`config.mk`:
```
export PLATFORM = sky130hd
export DESIGN_NAME = core_host_txpath
export DESIGN_NICKNAME = d
export VERILOG_FILES = /design/src/rtl/txp_pkg.sv /design/src/rtl/txp_slot.sv /design/src/rtl/txp_ring.sv /design/src/rtl/core_host_txpath.sv
export SDC_FILE = /design/constraint.sdc
export NUM_CORES = 1
export LEC_CHECK = 0
export BUFFER_PORTS_ARGS = -buffer_cell sky130_fd_sc_hd__buf_2
export CELL_PAD_IN_SITES_DETAIL_PLACEMENT = 1
export CELL_PAD_IN_SITES_GLOBAL_PLACEMENT = 2
export CORE_UTILIZATION = 39
export CTS_CLUSTER_DIAMETER = 80
export DETAILED_ROUTE_END_ITERATION = 10
export PLACE_DENSITY = 0.77
export SLEW_MARGIN = 10
export SYNTH_ARGS = -nofsm -noshare
export SYNTH_HDL_FRONTEND = slang
export SYNTH_SLANG_ARGS = --single-unit
```
`constraint.sdc`:
```
create_clock -name clk -period 4.3 [get_ports clk]
set_clock_uncertainty 0.1 [all_clocks]
set_input_delay 0.43 -clock clk [delete_from_list [all_inputs] [get_ports clk]]
set_output_delay 0.43 -clock clk [all_outputs]
set_load 0.02 [all_outputs]
```
`src/rtl/txp_pkg.sv`:
```
package txp_pkg;

    localparam int DEF_WIDTH = 32;
    localparam int DEF_DEPTH = 6;

    typedef enum logic {
        PATH_PREFETCH = 1'b0,
        PATH_FETCH    = 1'b1
    } path_mode_e;

    // usable FIFO entries for the selected word format
    function automatic int usable_depth(input int depth, input logic wide);
        return wide ? depth / 2 : depth;
    endfunction

endpackage

```
`src/rtl/txp_slot.sv`:
```
module txp_slot #(
    parameter int W = 32
) (
    input  logic         clk,
    input  logic         rst,
    input  logic         flush,
    input  logic         load,
    input  logic         drain,
    input  logic [W-1:0] din,
    output logic         valid,
    output logic [W-1:0] dout
);
    typedef struct packed {
        logic         full;
        logic [W-1:0] word;
    } slot_t;

    slot_t cur;

    always_ff @(posedge clk) begin
        if (rst) begin
            cur <= '0;
        end else if (flush) begin
            cur.full <= 1'b0;
        end else if (load) begin
            cur.full <= 1'b1;
            cur.word <= din;
        end else if (drain) begin
            cur.full <= 1'b0;
        end
    end

    assign valid = cur.full;
    assign dout  = cur.word;
endmodule

```
`src/rtl/txp_ring.sv`:
```
module txp_ring #(
    parameter int W     = 32,
    parameter int DEPTH = 6,
    localparam int CW   = $clog2(DEPTH + 1),
    localparam int PW   = (DEPTH > 1) ? $clog2(DEPTH) : 1
) (
    input  logic          clk,
    input  logic          rst,
    input  logic          flush,
    input  logic          push,
    input  logic          pop,
    input  logic [W-1:0]  din,
    input  logic [CW-1:0] limit,
    output logic [CW-1:0] level,
    output logic [W-1:0]  head,
    output logic          has_space,
    output logic          nonempty
);
    logic [W-1:0]  mem [DEPTH];
    logic [PW-1:0] wp;
    logic [PW-1:0] rp;

    function automatic logic [PW-1:0] bump(input logic [PW-1:0] p);
        return (p == PW'(DEPTH - 1)) ? '0 : p + 1'b1;
    endfunction

    always_ff @(posedge clk) begin
        if (rst || flush) begin
            wp    <= '0;
            rp    <= '0;
            level <= '0;
        end else begin
            if (push) wp <= bump(wp);
            if (pop)  rp <= bump(rp);
            level <= level + CW'(push) - CW'(pop);
        end
    end

    always_ff @(posedge clk) begin
        if (push) mem[wp] <= din;
    end

    assign head      = mem[rp];
    assign has_space = (level < limit);
    assign nonempty  = (level != '0);
endmodule

```
`src/rtl/core_host_txpath.sv`:
```
module core_host_txpath
    import txp_pkg::*;
#(
    parameter int W     = DEF_WIDTH,
    parameter int DEPTH = DEF_DEPTH
) (
    input  logic         clk,
    input  logic         rst,
    input  logic         fetch_mode,
    input  logic         wide_fmt,
    input  logic         core_wr,
    input  logic [W-1:0] core_wdata,
    output logic         core_req,
    input  logic         host_active,
    input  logic         host_rd,
    output logic [W-1:0] host_rdata,
    output logic         host_rdy
);
    localparam int CW = $clog2(DEPTH + 1);

    path_mode_e    mode_now;
    path_mode_e    mode_prev;
    logic          mode_same;
    logic          in_fetch;
    logic          flush;

    logic          tx_v;
    logic [W-1:0]  tx_d;
    logic          rx_v;
    logic [W-1:0]  rx_d;

    logic          wr_take;
    logic          rd_take;
    logic          fifo_push;
    logic          fifo_pop;
    logic          rx_load;
    logic          tx_drain;
    logic [W-1:0]  rx_src;

    logic [CW-1:0] fifo_cap;
    logic [CW-1:0] fifo_level;
    logic [W-1:0]  fifo_head;
    logic          fifo_has_space;
    logic          fifo_nonempty;

    assign mode_now = path_mode_e'(fetch_mode);

    always_ff @(posedge clk) begin
        if (rst) mode_prev <= PATH_PREFETCH;
        else     mode_prev <= mode_now;
    end

    assign mode_same = (mode_now == mode_prev);
    assign in_fetch  = (mode_now == PATH_FETCH);
    // mode edge or an idle host in fetch mode discards the path
    assign flush     = !mode_same || (in_fetch && !host_active);

    assign core_req = !rst && mode_same &&
                      (in_fetch ? (host_active && !tx_v && !rx_v) : !tx_v);
    assign host_rdy = !rst && mode_same && rx_v && (!in_fetch || host_active);

    assign wr_take  = core_wr && core_req;
    assign rd_take  = host_rd && host_rdy;
    assign fifo_cap = CW'(usable_depth(DEPTH, wide_fmt));

    always_comb begin
        if (in_fetch) begin
            rx_load   = tx_v && !rx_v;
            rx_src    = tx_d;
            fifo_push = 1'b0;
        end else begin
            rx_load   = fifo_nonempty && (!rx_v || rd_take);
            rx_src    = fifo_head;
            fifo_push = tx_v && fifo_has_space;
        end
        fifo_pop = !in_fetch && rx_load;
        tx_drain = fifo_push || (in_fetch && rx_load);
    end

    txp_slot #(.W(W)) u_tx (
        .clk   (clk),
        .rst   (rst),
        .flush (flush),
        .load  (wr_take),
        .drain (tx_drain),
        .din   (core_wdata),
        .valid (tx_v),
        .dout  (tx_d)
    );

    txp_ring #(.W(W), .DEPTH(DEPTH)) u_fifo (
        .clk       (clk),
        .rst       (rst),
        .flush     (flush),
        .push      (fifo_push),
        .pop       (fifo_pop),
        .din       (tx_d),
        .limit     (fifo_cap),
        .level     (fifo_level),
        .head      (fifo_head),
        .has_space (fifo_has_space),
        .nonempty  (fifo_nonempty)
    );

    txp_slot #(.W(W)) u_rx (
        .clk   (clk),
        .rst   (rst),
        .flush (flush),
        .load  (rx_load),
        .drain (rd_take),
        .din   (rx_src),
        .valid (rx_v),
        .dout  (rx_d)
    );

    assign host_rdata = rx_d;
endmodule

```
==> flow_summary.toml <==
[drt]
dr.first_iter.drc_count = 466
antenna_left = 0
wl_per_cell_um = 21.41
firstDrtPassIters = 5
routed_wl_um = 26910
route.detailed.drc = 0
vias = 6951
viasPerCell = 5.530

[clock_network]
cts-htree-levels = 1
root_buffer = "clkbuf_16"
cts_max_path_buffers = 3
post-cts-setup-buffers = 0
cts_tree = "yes"
cts_buffers = 29
cts.clk_slew.worst_paths_ps = 60
clock_latency_ps = 550
clock-sinks = 271

[floorplan]
core_area_um2 = 27100
die-height_um = 168.6
initial_core_util_pct = 39.96
rows = 60
pin_count = 73
die-area_um2 = 28440
die_w_um = 168.6

[yosys]
synth.avg_cell_area_um2 = 13.62
synth_area_um2 = 10830
synth.distinct_cells = 39
synth_fp_nets = 838
yosys_warnings = 0
ys_seq_area_share_pct = 67.85
synth_cells = 795
ys_ff_latch = 271

[finish]
area_growth_pct = 16.70
layout.nets = 905
postLayoutCoreUtil_pct = 46.63
fin_area_um2 = 12640
drive_above_1_share_pct = 20.45
final_cell_mix = "edfxtp_1, dfxtp_1, buf_2"
final_common_cell = "edfxtp_1"
antenna_cells = 0
fillCellCount = 2710

[critical_path]
cp_slowest_cell = "nor2_4"
cp_num_buf_inv = 1
required_ps = 3770
cpPeakStageDelay_ps = 680
start_kind = "register"
crit_arrival_ps = 2480
worstPathMaxFanout = 32
path_cells = "and3_1 -> nor2_4 -> nor2_1 -> and2_1 -> buf_2"
critPathKind = "reg -> out"
cp-end-kind = "primary output"
crit_family = "simple AND/OR/NAND/NOR gates"

[job]
drv_cap = 0

[timing]
final-hold-violation-count = 0
setup_slack_ps = 1294
setup_viol = 0
worst_pin_slew_ps = 1095
drv_slew = 0
max-slew-margin-rel_pct = 26.98
period_needed_ps = 3006
rsz0062_at_grt = "false"
clock.fmax_mhz = 332.7
fin_tns_setup_ps = 0
finalCritPeriodShare_pct = 69.90

[placed_design]
place_area_um2 = 11570
pre_cts_ws_ps = 1209
gp_congestion = 0.7135
port_buffers = 72
dp_hpwl_um = 15390

[grt]
grt_pass1_vias = 7317
globalRouteOverflowTotal = 0
antenna_found_initial = 0
grt_pass1_wl_um = 41810
grt_start_max_net_pins = 65
grt.total_usage_pct = 19.05

[worst_hold_path]
hold_path.class = "in -> reg"

[power_and_ir_drop]
p_leak_nw = 4.071
power_density_nw_per_um2 = 436.9
vdd_drop_max_uv = 229.2
power_w = 0.005521

[run_status]
status = "finished clean"
## registers in the layout, indices dropped and copies added, names as in the netlist, named ones only
name,cells
u_fifo.mem,192
u_rx.dout,32
u_tx.dout,32
u_fifo.level,3
u_fifo.rp,3
u_fifo.wp,3
mode_prev,1
u_rx.valid,1
u_tx.valid,1
## what timing repair did
item,in CTS,in global routing
resized for setup,0,0
hold endpoints to repair,11,0
hold buffers,11,0
setup endpoints to repair,0,0
## area by class of cell
class                      count  area [um2]  area share, %
tap                          372       465.4          3.683
sequential                   271        7351          58.17
clock inverter                15       161.4          1.277
multi-input combinational    439        3174          25.12
timing repair buffer         104       628.1          4.970
inverter                      17       63.81         0.5050
clock buffer                  39       793.3          6.277
## worst paths after layout
check | start | to | slack [ps] | cells past startpoint
worst max-delay path | mode_prev | host_rdy | 1290 | 5
worst min-delay path | core_wdata[23] | u_tx.dout[23] | 10 | 3
worst max register to register | u_fifo.level[2] | u_fifo.mem[2][26] | 1670 | 6
worst min register to register | u_rx.dout[27] | u_rx.dout[27] | 370 | 2
## worst reg2reg max path, delay by kind of cell (launching register included)
family / cells / cell delay [ps]
and+or+nand+nor: 3 / 940
DFF: 1 / 390
buffers and inverters: 1 / 440
adders and majority gates: 1 / 250
AOI/OAI and AO/OA: 1 / 160
## layer usage
layer / global-route usage (%) / up-vias / share of wire, %
met3: 2.689 / 37 / 4.9
met2: 33.61 / 154 / 49
met1: 24.67 / 3535 / 44
li1: - / 3225 / -
met4: 4.704 / 0 / 1.9
met5: 0 / - / 0
## Yosys cell counts
library cell,n,area share (%)
o211a_1,1,0.092
edfxtp_1,192,53
a21oi_1,36,1.7
o311ai_1,32,2.6
o21ai_1,33,1.5
o21ai_0,22,1.0
o22ai_1,32,1.8
nand2_1,57,2.0
fa_1,1,0.18
ha_1,3,0.35
and3_1,1,0.058
mux2i_1,66,6.1
and2_1,5,0.29
xnor2_1,2,0.16
o31ai_1,10,0.69
buf_2,6,0.28
or2_1,1,0.058
and4b_1,1,0.092
o21a_1,4,0.28
nand2b_1,3,0.17
a2111oi_2,1,0.14
clkbuf_1,52,1.8
o211ai_1,4,0.28
inv_2,1,0.035
nor2_1,17,0.59
buf_6,4,0.42
buf_1,6,0.21
or4b_1,10,0.92
o2111ai_1,1,0.081
mux2_2,32,3.3
or4_1,23,1.6
inv_1,16,0.55
nor3_1,3,0.14
xor2_1,1,0.081
or2_2,1,0.058
or3b_4,1,0.10
a211oi_1,33,2.3
dfxtp_1,79,15
nor2b_1,2,0.12
## cells by family after synthesis
family / Yosys count / share of synthesized area (%)
AOI/OAI and AO/OA: 209 / 12.49
xor gates and xnor gates: 3 / 0.2427
adders and majority gates: 4 / 0.5315
buffers and inverters: 85 / 3.293
DFF: 271 / 67.85
muxes: 98 / 9.428
and+or+nand+nor: 125 / 6.170
## power by group
part / switching (W) / internal (W) / leakage, nW / total, W
Combinational: 0.000125 / 0.0000605 / 1.26 / 0.000186
Clock: 0.00102 / 0.00148 / 0.466 / 0.00250
Sequential: 0.0000315 / 0.00281 / 2.35 / 0.00284
Total: 0.00118 / 0.00434 / 4.07 / 0.00552
## through the flow
| step | std cells | hold slack, ps |
|---|---|---|
| 2_1_floorplan | 795 | 345.3 |
| 3_3_place_gp | 1192 | 353.0 |
| 3_5_place_dp | 1192 | 363.8 |
| 4_1_cts | 1257 | 0.06317 |
| 5_1_grt | 1257 | 1.742 |
| 6_report | 1257 | 12.03 |
(Power assumes the default switching activity.)
